## src/rtl/adc_regif_pkg.sv

```systemverilog
package adc_regif_pkg;
  localparam int RES_W   = 10;
  localparam int DATA_W  = 16;
  localparam int SLOT_N  = 8;
  localparam int SLOT_W  = $clog2(SLOT_N);
  localparam int OFF_W   = 5;
  localparam int CFG_W   = 8;
  localparam int CTL0_W  = 8;
  localparam int CTL1_W  = 2 * SLOT_W;
  localparam int STOP_BIT = 7;
  localparam int STAT_DONE_BIT = 15;
  localparam int STAT_BUSY_BIT = 14;
  localparam int LJ_SHIFT = DATA_W - RES_W;

  typedef enum logic [2:0] {
    K_CFG, K_TEST, K_PORT, K_CTL0, K_CTL1, K_STAT, K_RSV, K_RES
  } reg_kind_e;

  typedef enum logic [1:0] {
    F_NONE, F_RIGHT, F_LEFT_U, F_LEFT_S
  } res_fmt_e;

  function automatic logic [DATA_W-1:0] fmt_right(input logic [RES_W-1:0] r);
    return DATA_W'(r);
  endfunction

  function automatic logic [DATA_W-1:0] fmt_left(input logic [RES_W-1:0] r);
    return {r, {LJ_SHIFT{1'b0}}};
  endfunction

  function automatic logic [DATA_W-1:0] fmt_signed(input logic [RES_W-1:0] r);
    return {~r[RES_W-1], r[RES_W-2:0], {LJ_SHIFT{1'b0}}};
  endfunction

  function automatic logic [DATA_W-1:0] fmt_apply(input res_fmt_e f,
                                                  input logic [RES_W-1:0] r);
    case (f)
      F_RIGHT:  return fmt_right(r);
      F_LEFT_U: return fmt_left(r);
      F_LEFT_S: return fmt_signed(r);
      default:  return '0;
    endcase
  endfunction
endpackage

```

## src/rtl/adc_regif_decode.sv

```systemverilog
module adc_regif_decode
  import adc_regif_pkg::*;
#(
  parameter int ADDR_W = 24,
  parameter logic [ADDR_W-1:0] BASE_ADDR = 24'hFFF700
) (
  input  logic [ADDR_W-1:0] addr,
  output logic              win_hit,
  output reg_kind_e         kind,
  output res_fmt_e          fmt,
  output logic [SLOT_W-1:0] slot
);
  localparam int TAG_LSB = OFF_W + 1;

  logic [OFF_W-1:0] off;

  assign win_hit = (addr[ADDR_W-1:TAG_LSB] == BASE_ADDR[ADDR_W-1:TAG_LSB]);
  assign off     = addr[OFF_W:1];
  assign fmt     = res_fmt_e'(off[OFF_W-1:SLOT_W]);
  assign slot    = off[SLOT_W-1:0];

  always_comb begin
    case (off)
      5'd0:    kind = K_CFG;
      5'd1:    kind = K_TEST;
      5'd2:    kind = K_PORT;
      5'd4:    kind = K_CTL0;
      5'd5:    kind = K_CTL1;
      5'd6:    kind = K_STAT;
      5'd3,
      5'd7:    kind = K_RSV;
      default: kind = K_RES;
    endcase
  end
endmodule

```

## src/rtl/adc_regif_seq.sv

```systemverilog
module adc_regif_seq
  import adc_regif_pkg::*;
(
  input  logic                    clk,
  input  logic                    rst_n,
  input  logic                    wr_ctl0,
  input  logic                    wr_ctl1,
  input  logic                    stop_q,
  input  logic                    stop_set,
  input  logic [SLOT_W-1:0]       first_chan,
  input  logic [SLOT_W-1:0]       len_m1,
  input  logic                    cnv_done,
  input  logic [RES_W-1:0]        cnv_result,
  output logic                    cnv_start,
  output logic                    cnv_abort,
  output logic [SLOT_W-1:0]       cnv_chan,
  output logic                    busy,
  output logic                    complete,
  output logic [SLOT_W-1:0]       cur_slot,
  output logic [SLOT_N*RES_W-1:0] res_flat,
  output logic                    launch_evt,
  output logic                    abort_evt,
  output logic                    done_accept
);
  logic [SLOT_W-1:0] len_q;
  logic              last_slot;

  assign abort_evt   = busy & (wr_ctl0 | wr_ctl1 | stop_set);
  assign launch_evt  = wr_ctl1 & ~stop_q;
  assign done_accept = busy & cnv_done & ~abort_evt;
  assign last_slot   = (cur_slot == len_q);

  always_ff @(posedge clk or negedge rst_n) begin
    if (!rst_n) begin
      busy      <= 1'b0;
      complete  <= 1'b0;
      cur_slot  <= '0;
      len_q     <= '0;
      cnv_chan  <= '0;
      cnv_start <= 1'b0;
      cnv_abort <= 1'b0;
    end else begin
      cnv_abort <= abort_evt;
      cnv_start <= 1'b0;
      if (wr_ctl1) complete <= 1'b0;
      if (launch_evt) begin
        busy      <= 1'b1;
        cur_slot  <= '0;
        len_q     <= len_m1;
        cnv_chan  <= first_chan;
        cnv_start <= 1'b1;
      end else if (abort_evt) begin
        busy <= 1'b0;
      end else if (done_accept) begin
        if (last_slot) begin
          busy     <= 1'b0;
          complete <= 1'b1;
        end else begin
          cur_slot  <= cur_slot + 1'b1;
          cnv_chan  <= cnv_chan + 1'b1;
          cnv_start <= 1'b1;
        end
      end
    end
  end

  for (genvar g = 0; g < SLOT_N; g++) begin : g_slot
    logic [RES_W-1:0] held;
    always_ff @(posedge clk or negedge rst_n) begin
      if (!rst_n)
        held <= '0;
      else if (done_accept && cur_slot == SLOT_W'(g))
        held <= cnv_result;
    end
    assign res_flat[g*RES_W +: RES_W] = held;
  end
endmodule

```

## src/rtl/adc_regif_rdmux.sv

```systemverilog
module adc_regif_rdmux
  import adc_regif_pkg::*;
#(
  parameter int PORT_W = 8
) (
  input  reg_kind_e               kind,
  input  res_fmt_e                fmt,
  input  logic [SLOT_W-1:0]       slot,
  input  logic [CFG_W-1:0]        cfg_q,
  input  logic [DATA_W-1:0]       test_q,
  input  logic [PORT_W-1:0]       port_in,
  input  logic [CTL0_W-1:0]       ctl0_q,
  input  logic [CTL1_W-1:0]       ctl1_q,
  input  logic                    busy,
  input  logic                    complete,
  input  logic [SLOT_W-1:0]       cur_slot,
  input  logic [SLOT_N*RES_W-1:0] res_flat,
  output logic [DATA_W-1:0]       rd_value
);
  logic [RES_W-1:0]  picked;
  logic [DATA_W-1:0] stat_word;

  assign picked = res_flat[slot*RES_W +: RES_W];

  always_comb begin
    stat_word = '0;
    stat_word[STAT_DONE_BIT]  = complete;
    stat_word[STAT_BUSY_BIT]  = busy;
    stat_word[SLOT_W-1:0]     = cur_slot;
  end

  always_comb begin
    case (kind)
      K_CFG:   rd_value = DATA_W'(cfg_q);
      K_TEST:  rd_value = test_q;
      K_PORT:  rd_value = DATA_W'(port_in);
      K_CTL0:  rd_value = DATA_W'(ctl0_q);
      K_CTL1:  rd_value = DATA_W'(ctl1_q);
      K_STAT:  rd_value = stat_word;
      K_RES:   rd_value = fmt_apply(fmt, picked);
      default: rd_value = '0;
    endcase
  end
endmodule

```

## src/rtl/adc_regif.sv

```systemverilog
module adc_regif
  import adc_regif_pkg::*;
#(
  parameter int ADDR_W = 24,
  parameter logic [ADDR_W-1:0] BASE_ADDR = 24'hFFF700,
  parameter int PORT_W = 8
) (
  input  logic              clk,
  input  logic              rst_n,
  input  logic              bus_sel,
  input  logic              bus_wr,
  input  logic [ADDR_W-1:0] bus_addr,
  input  logic [15:0]       bus_wdata,
  output logic [15:0]       bus_rdata,
  output logic              bus_ack,
  input  logic [PORT_W-1:0] port_in,
  output logic              cnv_clk_en,
  output logic              cnv_start,
  output logic              cnv_abort,
  output logic [2:0]        cnv_chan,
  input  logic              cnv_done,
  input  logic [9:0]        cnv_result
);
  logic                    win_hit;
  reg_kind_e               kind;
  res_fmt_e                fmt;
  logic [SLOT_W-1:0]       slot;
  logic                    acc, wr_acc;
  logic                    wr_cfg, wr_test, wr_ctl0, wr_ctl1;
  logic                    stop_q, stop_set;
  logic [CFG_W-1:0]        cfg_q;
  logic [DATA_W-1:0]       test_q;
  logic [CTL0_W-1:0]       ctl0_q;
  logic [CTL1_W-1:0]       ctl1_q;
  logic                    busy, complete;
  logic [SLOT_W-1:0]       cur_slot;
  logic [SLOT_N*RES_W-1:0] res_flat;
  logic                    launch_evt, abort_evt, done_accept;
  logic [DATA_W-1:0]       rd_value;

  adc_regif_decode #(.ADDR_W(ADDR_W), .BASE_ADDR(BASE_ADDR)) u_dec (
    .addr(bus_addr), .win_hit(win_hit), .kind(kind), .fmt(fmt), .slot(slot)
  );

  assign acc      = bus_sel & win_hit & ~bus_ack;
  assign wr_acc   = acc & bus_wr;
  assign wr_cfg   = wr_acc & (kind == K_CFG);
  assign wr_test  = wr_acc & (kind == K_TEST);
  assign wr_ctl0  = wr_acc & (kind == K_CTL0);
  assign wr_ctl1  = wr_acc & (kind == K_CTL1);
  assign stop_q   = cfg_q[STOP_BIT];
  assign stop_set = wr_cfg & bus_wdata[STOP_BIT] & ~stop_q;
  assign cnv_clk_en = ~stop_q;

  always_ff @(posedge clk or negedge rst_n) begin
    if (!rst_n) begin
      cfg_q  <= '0;
      test_q <= '0;
      ctl0_q <= '0;
      ctl1_q <= '0;
    end else begin
      if (wr_cfg)  cfg_q  <= bus_wdata[CFG_W-1:0];
      if (wr_test) test_q <= bus_wdata;
      if (wr_ctl0) ctl0_q <= bus_wdata[CTL0_W-1:0];
      if (wr_ctl1) ctl1_q <= bus_wdata[CTL1_W-1:0];
    end
  end

  adc_regif_seq u_seq (
    .clk(clk), .rst_n(rst_n),
    .wr_ctl0(wr_ctl0), .wr_ctl1(wr_ctl1),
    .stop_q(stop_q), .stop_set(stop_set),
    .first_chan(bus_wdata[SLOT_W-1:0]),
    .len_m1(bus_wdata[CTL1_W-1:SLOT_W]),
    .cnv_done(cnv_done), .cnv_result(cnv_result),
    .cnv_start(cnv_start), .cnv_abort(cnv_abort), .cnv_chan(cnv_chan),
    .busy(busy), .complete(complete), .cur_slot(cur_slot),
    .res_flat(res_flat),
    .launch_evt(launch_evt), .abort_evt(abort_evt), .done_accept(done_accept)
  );

  adc_regif_rdmux #(.PORT_W(PORT_W)) u_rd (
    .kind(kind), .fmt(fmt), .slot(slot),
    .cfg_q(cfg_q), .test_q(test_q), .port_in(port_in),
    .ctl0_q(ctl0_q), .ctl1_q(ctl1_q),
    .busy(busy), .complete(complete), .cur_slot(cur_slot),
    .res_flat(res_flat), .rd_value(rd_value)
  );

  always_ff @(posedge clk or negedge rst_n) begin
    if (!rst_n) begin
      bus_ack   <= 1'b0;
      bus_rdata <= '0;
    end else begin
      bus_ack   <= acc;
      bus_rdata <= (acc && !bus_wr) ? rd_value : '0;
    end
  end
endmodule

```

## config.mk

```make
export PLATFORM = sky130hd
export DESIGN_NAME = adc_regif
export DESIGN_NICKNAME = d
export VERILOG_FILES = /design/src/rtl/adc_regif_pkg.sv /design/src/rtl/adc_regif_decode.sv /design/src/rtl/adc_regif_seq.sv /design/src/rtl/adc_regif_rdmux.sv /design/src/rtl/adc_regif.sv
export SDC_FILE = /design/constraint.sdc
export NUM_CORES = 1
export LEC_CHECK = 0
export CELL_PAD_IN_SITES_DETAIL_PLACEMENT = 0
export CELL_PAD_IN_SITES_GLOBAL_PLACEMENT = 1
export CORE_MARGIN = 1
export CORE_UTILIZATION = 47
export DETAILED_ROUTE_END_ITERATION = 10
export PLACE_DENSITY = 0.85
export RECOVER_POWER = 100
export SLEW_MARGIN = 15
export SYNTH_ARGS = -nofsm -noshare
export SYNTH_HDL_FRONTEND = slang
export SYNTH_HIERARCHICAL = 1
export SYNTH_SLANG_ARGS = --single-unit
```

## constraint.sdc

```tcl
create_clock -name clk -period 2.95 [get_ports clk]
set_input_delay 0.4425 -clock clk [delete_from_list [all_inputs] [get_ports clk]]
set_output_delay 0.4425 -clock clk [all_outputs]
set_load 0.03 [all_outputs]
```

==> impl_metrics.json <==
{
  "synth_common_cells": "dfrtp_1, mux2_4, mux2_2",
  "async_reset_ff_share_pct": 100,
  "relSlewSlack_pct": -26.8,
  "clock_sinks": 148,
  "netSwitchingFraction_pct": 19.7,
  "wl_um": 17500,
  "hp-start": "bus_ack$_DFF_PN0_",
  "setup_violations": 0,
  "avgRoutedWirePerCell_um": 21.2,
  "die_h_um": 127,
  "syn_area_um2": 7320,
  "path_cells": "clkdlybuf4s50_1, inv_1, ha_1, nand2_1, o21ai_0, nand2_1, and4b_1, nor4b_4, nand2_4, inv_4, nand3_2, mux2_1",
  "tightestPinTransition_ns": 1.90,
  "status": "finished, violations left",
  "hpwl_um": 11500,
  "overflow": 0,
  "fp.dieW_um": 127,
  "p_leak_nw": 4.52,
  "crit_family": "simple AND/OR/NAND/NOR gates",
  "finalClockSkew_ns": 0.00666,
  "ant_nets": 0,
  "synth_cell_types": 49,
  "drtIter0Drc": 349,
  "htreeDepth": 4,
  "crit_required_ns": 3.26,
  "cts_buffers": 17,
  "cts_tree": "done",
  "first_pass_iters": 4,
  "cp.arrival_ns": 3.14,
  "gp_congestion": 0.812,
  "grt_usage_pct": 23.6,
  "power_frac_seq_pct": 42.3,
  "slew_viol_final": 79,
  "timing.critical_path.mode_cell": "nand2_1",
  "route.vias.total": 4569,
  "irDropWorstVdd_v": 0.000424,
  "syn-num-nets": 573,
  "cp-end-kind": "flip-flop",
  "violations": "capacitance limit, slew limit",
  "hp-class": "reg -> reg",
  "drv_cap": 1,
  "synth.largest_area_cell": "dfrtp_1",
  "crit_buf_inv": 3,
  "core_um2": 15200,
  "placement.io_buffers": 84,
  "clock_path_buffers": 2,
  "synthCells": 500,
  "rows": 45,
  "reg2reg_depth": 9,
  "reg2reg_to": "u_seq/g_slot[4].held[7]$_DFFE_PN0P_",
  "fin_hold_ws_ns": 0.490,
  "grt_pass1_vias": 5099,
  "pre_cts_ws_ns": -0.555,
  "busiest_layer": "met2",
  "hold-path-endpoint": "bus_ack$_DFF_PN0_",
  "worstSetupPathType": "in -> reg",
  "synth-main-ff-cell": "dfrtp_1",
  "viasPerCell": 5.52,
  "yosysWarnings": 6,
  "boundaryPins": 86,
  "period_minus_slack_ns": 2.83,
  "synth_area_leaders": "dfrtp_1, mux2_4, mux2_2, mux4_2, mux2i_1",
  "start_util_pct": 48.1,
  "fmax_mhz": 353,
  "met1_usage_pct": 32.1,
  "power.clock.fraction_pct": 52.6,
  "internal_power_mw": 3.86,
  "critical-path-max-stage-delay_ns": 0.54,
  "grt_max_degree": 79,
  "r2r_setup_slack_ns": 0.58,
  "p_comb_share_pct": 5.1,
  "setup_ws_ns": 0.119,
  "r2r_start": "bus_ack$_DFF_PN0_",
  "cts_root_buffer": "clkbuf_16",
  "clock_latency_ns": 0.43,
  "grt_antenna_before_repair": 0,
  "cp_max_fo": 6,
  "synth_edf_count": 0,
  "crit_path_start_kind": "input pin",
  "fin_crit_sh_pct": 96.0,
  "path_clk_slew_ns": 0.06,
  "use_met2_pct": 37.9,
  "grtUsageMet3_pct": 4.68,
  "fin_nets": 699,
  "power.density_nw_per_um2": 522,
  "min_delay_path_depth": 1,
  "grt_pass1_wl_um": 28200,
  "diodes": 0,
  "hold_violations": 0,
  "die-area_um2": 16100,
  "rsz0062_at_grt": "no",
  "area_delta_synth_final_pct": 25.7,
  "syn_avg_cell_area_um2": 14.6,
  "synth_most_common_cell": "dfrtp_1",
  "route.detailed.drc": 0,
  "synth_top_cell_area_share_pct": 50.6,
  "crit_path_top_delay_cell": "clkdlybuf4s50_1",
  "layout-drive-gt1-share_pct": 31.3,
  "p_switching_mw": 0.945,
  "synth-seq-cells": 148,
  "ys_seq_area_share_pct": 50.6
}
## through the flow
step                      utilization [%]  total power, mW  instance area [um^2]  std cells  TNS (ns)
final                                60.5             4.80                  9200        827         0
after global placement               56.3             2.31                  8560        786    -43.57
after floorplan                         -             2.15                  7330        500         0
after detailed placement             56.3             2.32                  8560        786    -45.73
after global routing                 60.5             4.94                  9200        827         0
after CTS                            61.7             4.83                  9380        825         0
## state kept, by name, summed over array words and instances, names as in the netlist
name,cells
bus_ack,1
bus_rdata,16
cfg_q,8
ctl0_q,8
ctl1_q,6
test_q,16
u_seq/busy,1
u_seq/cnv_abort,1
u_seq/cnv_chan,3
u_seq/cnv_start,1
u_seq/complete,1
u_seq/cur_slot,3
u_seq/g_slot.held,80
u_seq/len_q,3
## power groups by stage
stage	Sequential, mW	Combinational [mW]	Clock (mW)
2_1_floorplan	2.07	0.0780	0
3_3_place_gp	2.07	0.247	0
3_5_place_dp	2.07	0.253	0
4_1_cts	2.03	0.255	2.55
5_1_grt	2.03	0.270	2.64
6_report	2.03	0.246	2.53
## cell type report
type                            instances  area, um^2
Tap cell                              188         235
Clock inverter                         10         225
Clock buffer                           22         464
Timing Repair Buffer                  124        1150
Timing Repair inverter                  1        6.26
Multi-Input combinational cell        319        3350
Inverter                               15        61.3
Fill cell                            1142        6000
Sequential cell                       148        3700
## routing by layer
layer / routed length, um / share of wire [%]
met1: 7770 / 44
met2: 8440 / 48
met3: 1100 / 6.3
met4: 225 / 1.3
met5: 0 / 0
## logic make-up after synthesis
family	synth area share, %
AOI/OAI and AO/OA	3.37
xor gates and xnor gates	0.598
adders and majority gates	1.71
buffers and inverters	3.03
DFF	50.6
muxes	32.2
and+or+nand+nor	8.48
## worst register-to-register path: cells and delay by family, from the launching register on
kind / cells / cell delay (ns)
flip-flops: 1 / 0.39
AND/OR/NAND/NOR: 5 / 1.08
multiplexers: 1 / 0.41
buffers and inverters: 3 / 0.38
## worst max path at each step
| stage | startpoint | end | slack, ns | depth (start not counted) |
|---|---|---|---|---|
| detailed placement | bus_addr[9] | u_seq/g_slot[2].held[7]$_DFFE_PN0P_ | -0.55 | 12 |
| finish | bus_addr[2] | u_seq/g_slot[4].held[7]$_DFFE_PN0P_ | 0.12 | 12 |
| global route | bus_addr[11] | u_seq/g_slot[7].held[3]$_DFFE_PN0P_ | 0.02 | 12 |
| floorplan | bus_addr[11] | u_seq/g_slot[1].held[0]$_DFFE_PN0P_ | 0.01 | 12 |
| CTS | bus_addr[11] | u_seq/g_slot[2].held[3]$_DFFE_PN0P_ | 0.0003 | 12 |
| global placement | bus_addr[11] | u_seq/g_slot[6].held[2]$_DFFE_PN0P_ | -0.53 | 12 |
## layout by cell type, fill, tap and decap left out, types with 3 or more instances in the layout
cell	count
nand4_1	4
xor2_1	5
o221ai_1	6
nand3_2	5
buf_4	34
clkdlybuf4s50_1	82
clkbuf_1	5
nand3_1	5
nor2b_1	3
ha_1	10
mux2i_1	17
and2_1	16
nor2_1	13
bufinv_16	7
mux2_2	55
clkinv_2	3
nand2b_1	4
nand2_1	28
mux4_2	22
dfrtp_1	148
clkbuf_16	17
nand3_4	8
o22ai_1	3
mux2_1	38
clkbuf_2	3
or3_1	3
o21ai_0	14
inv_1	14
a21oi_1	5
mux2_4	30
## timing repair
action	CTS	global route
endpoints found under the setup margin	80	86
pin swaps	7	5
cloned	7	0
gates resized for setup	10	1
hold endpoints to repair	0	0
setup buffers	0	2
hold buffers	0	0
Power figures use the tool's default switching activity.
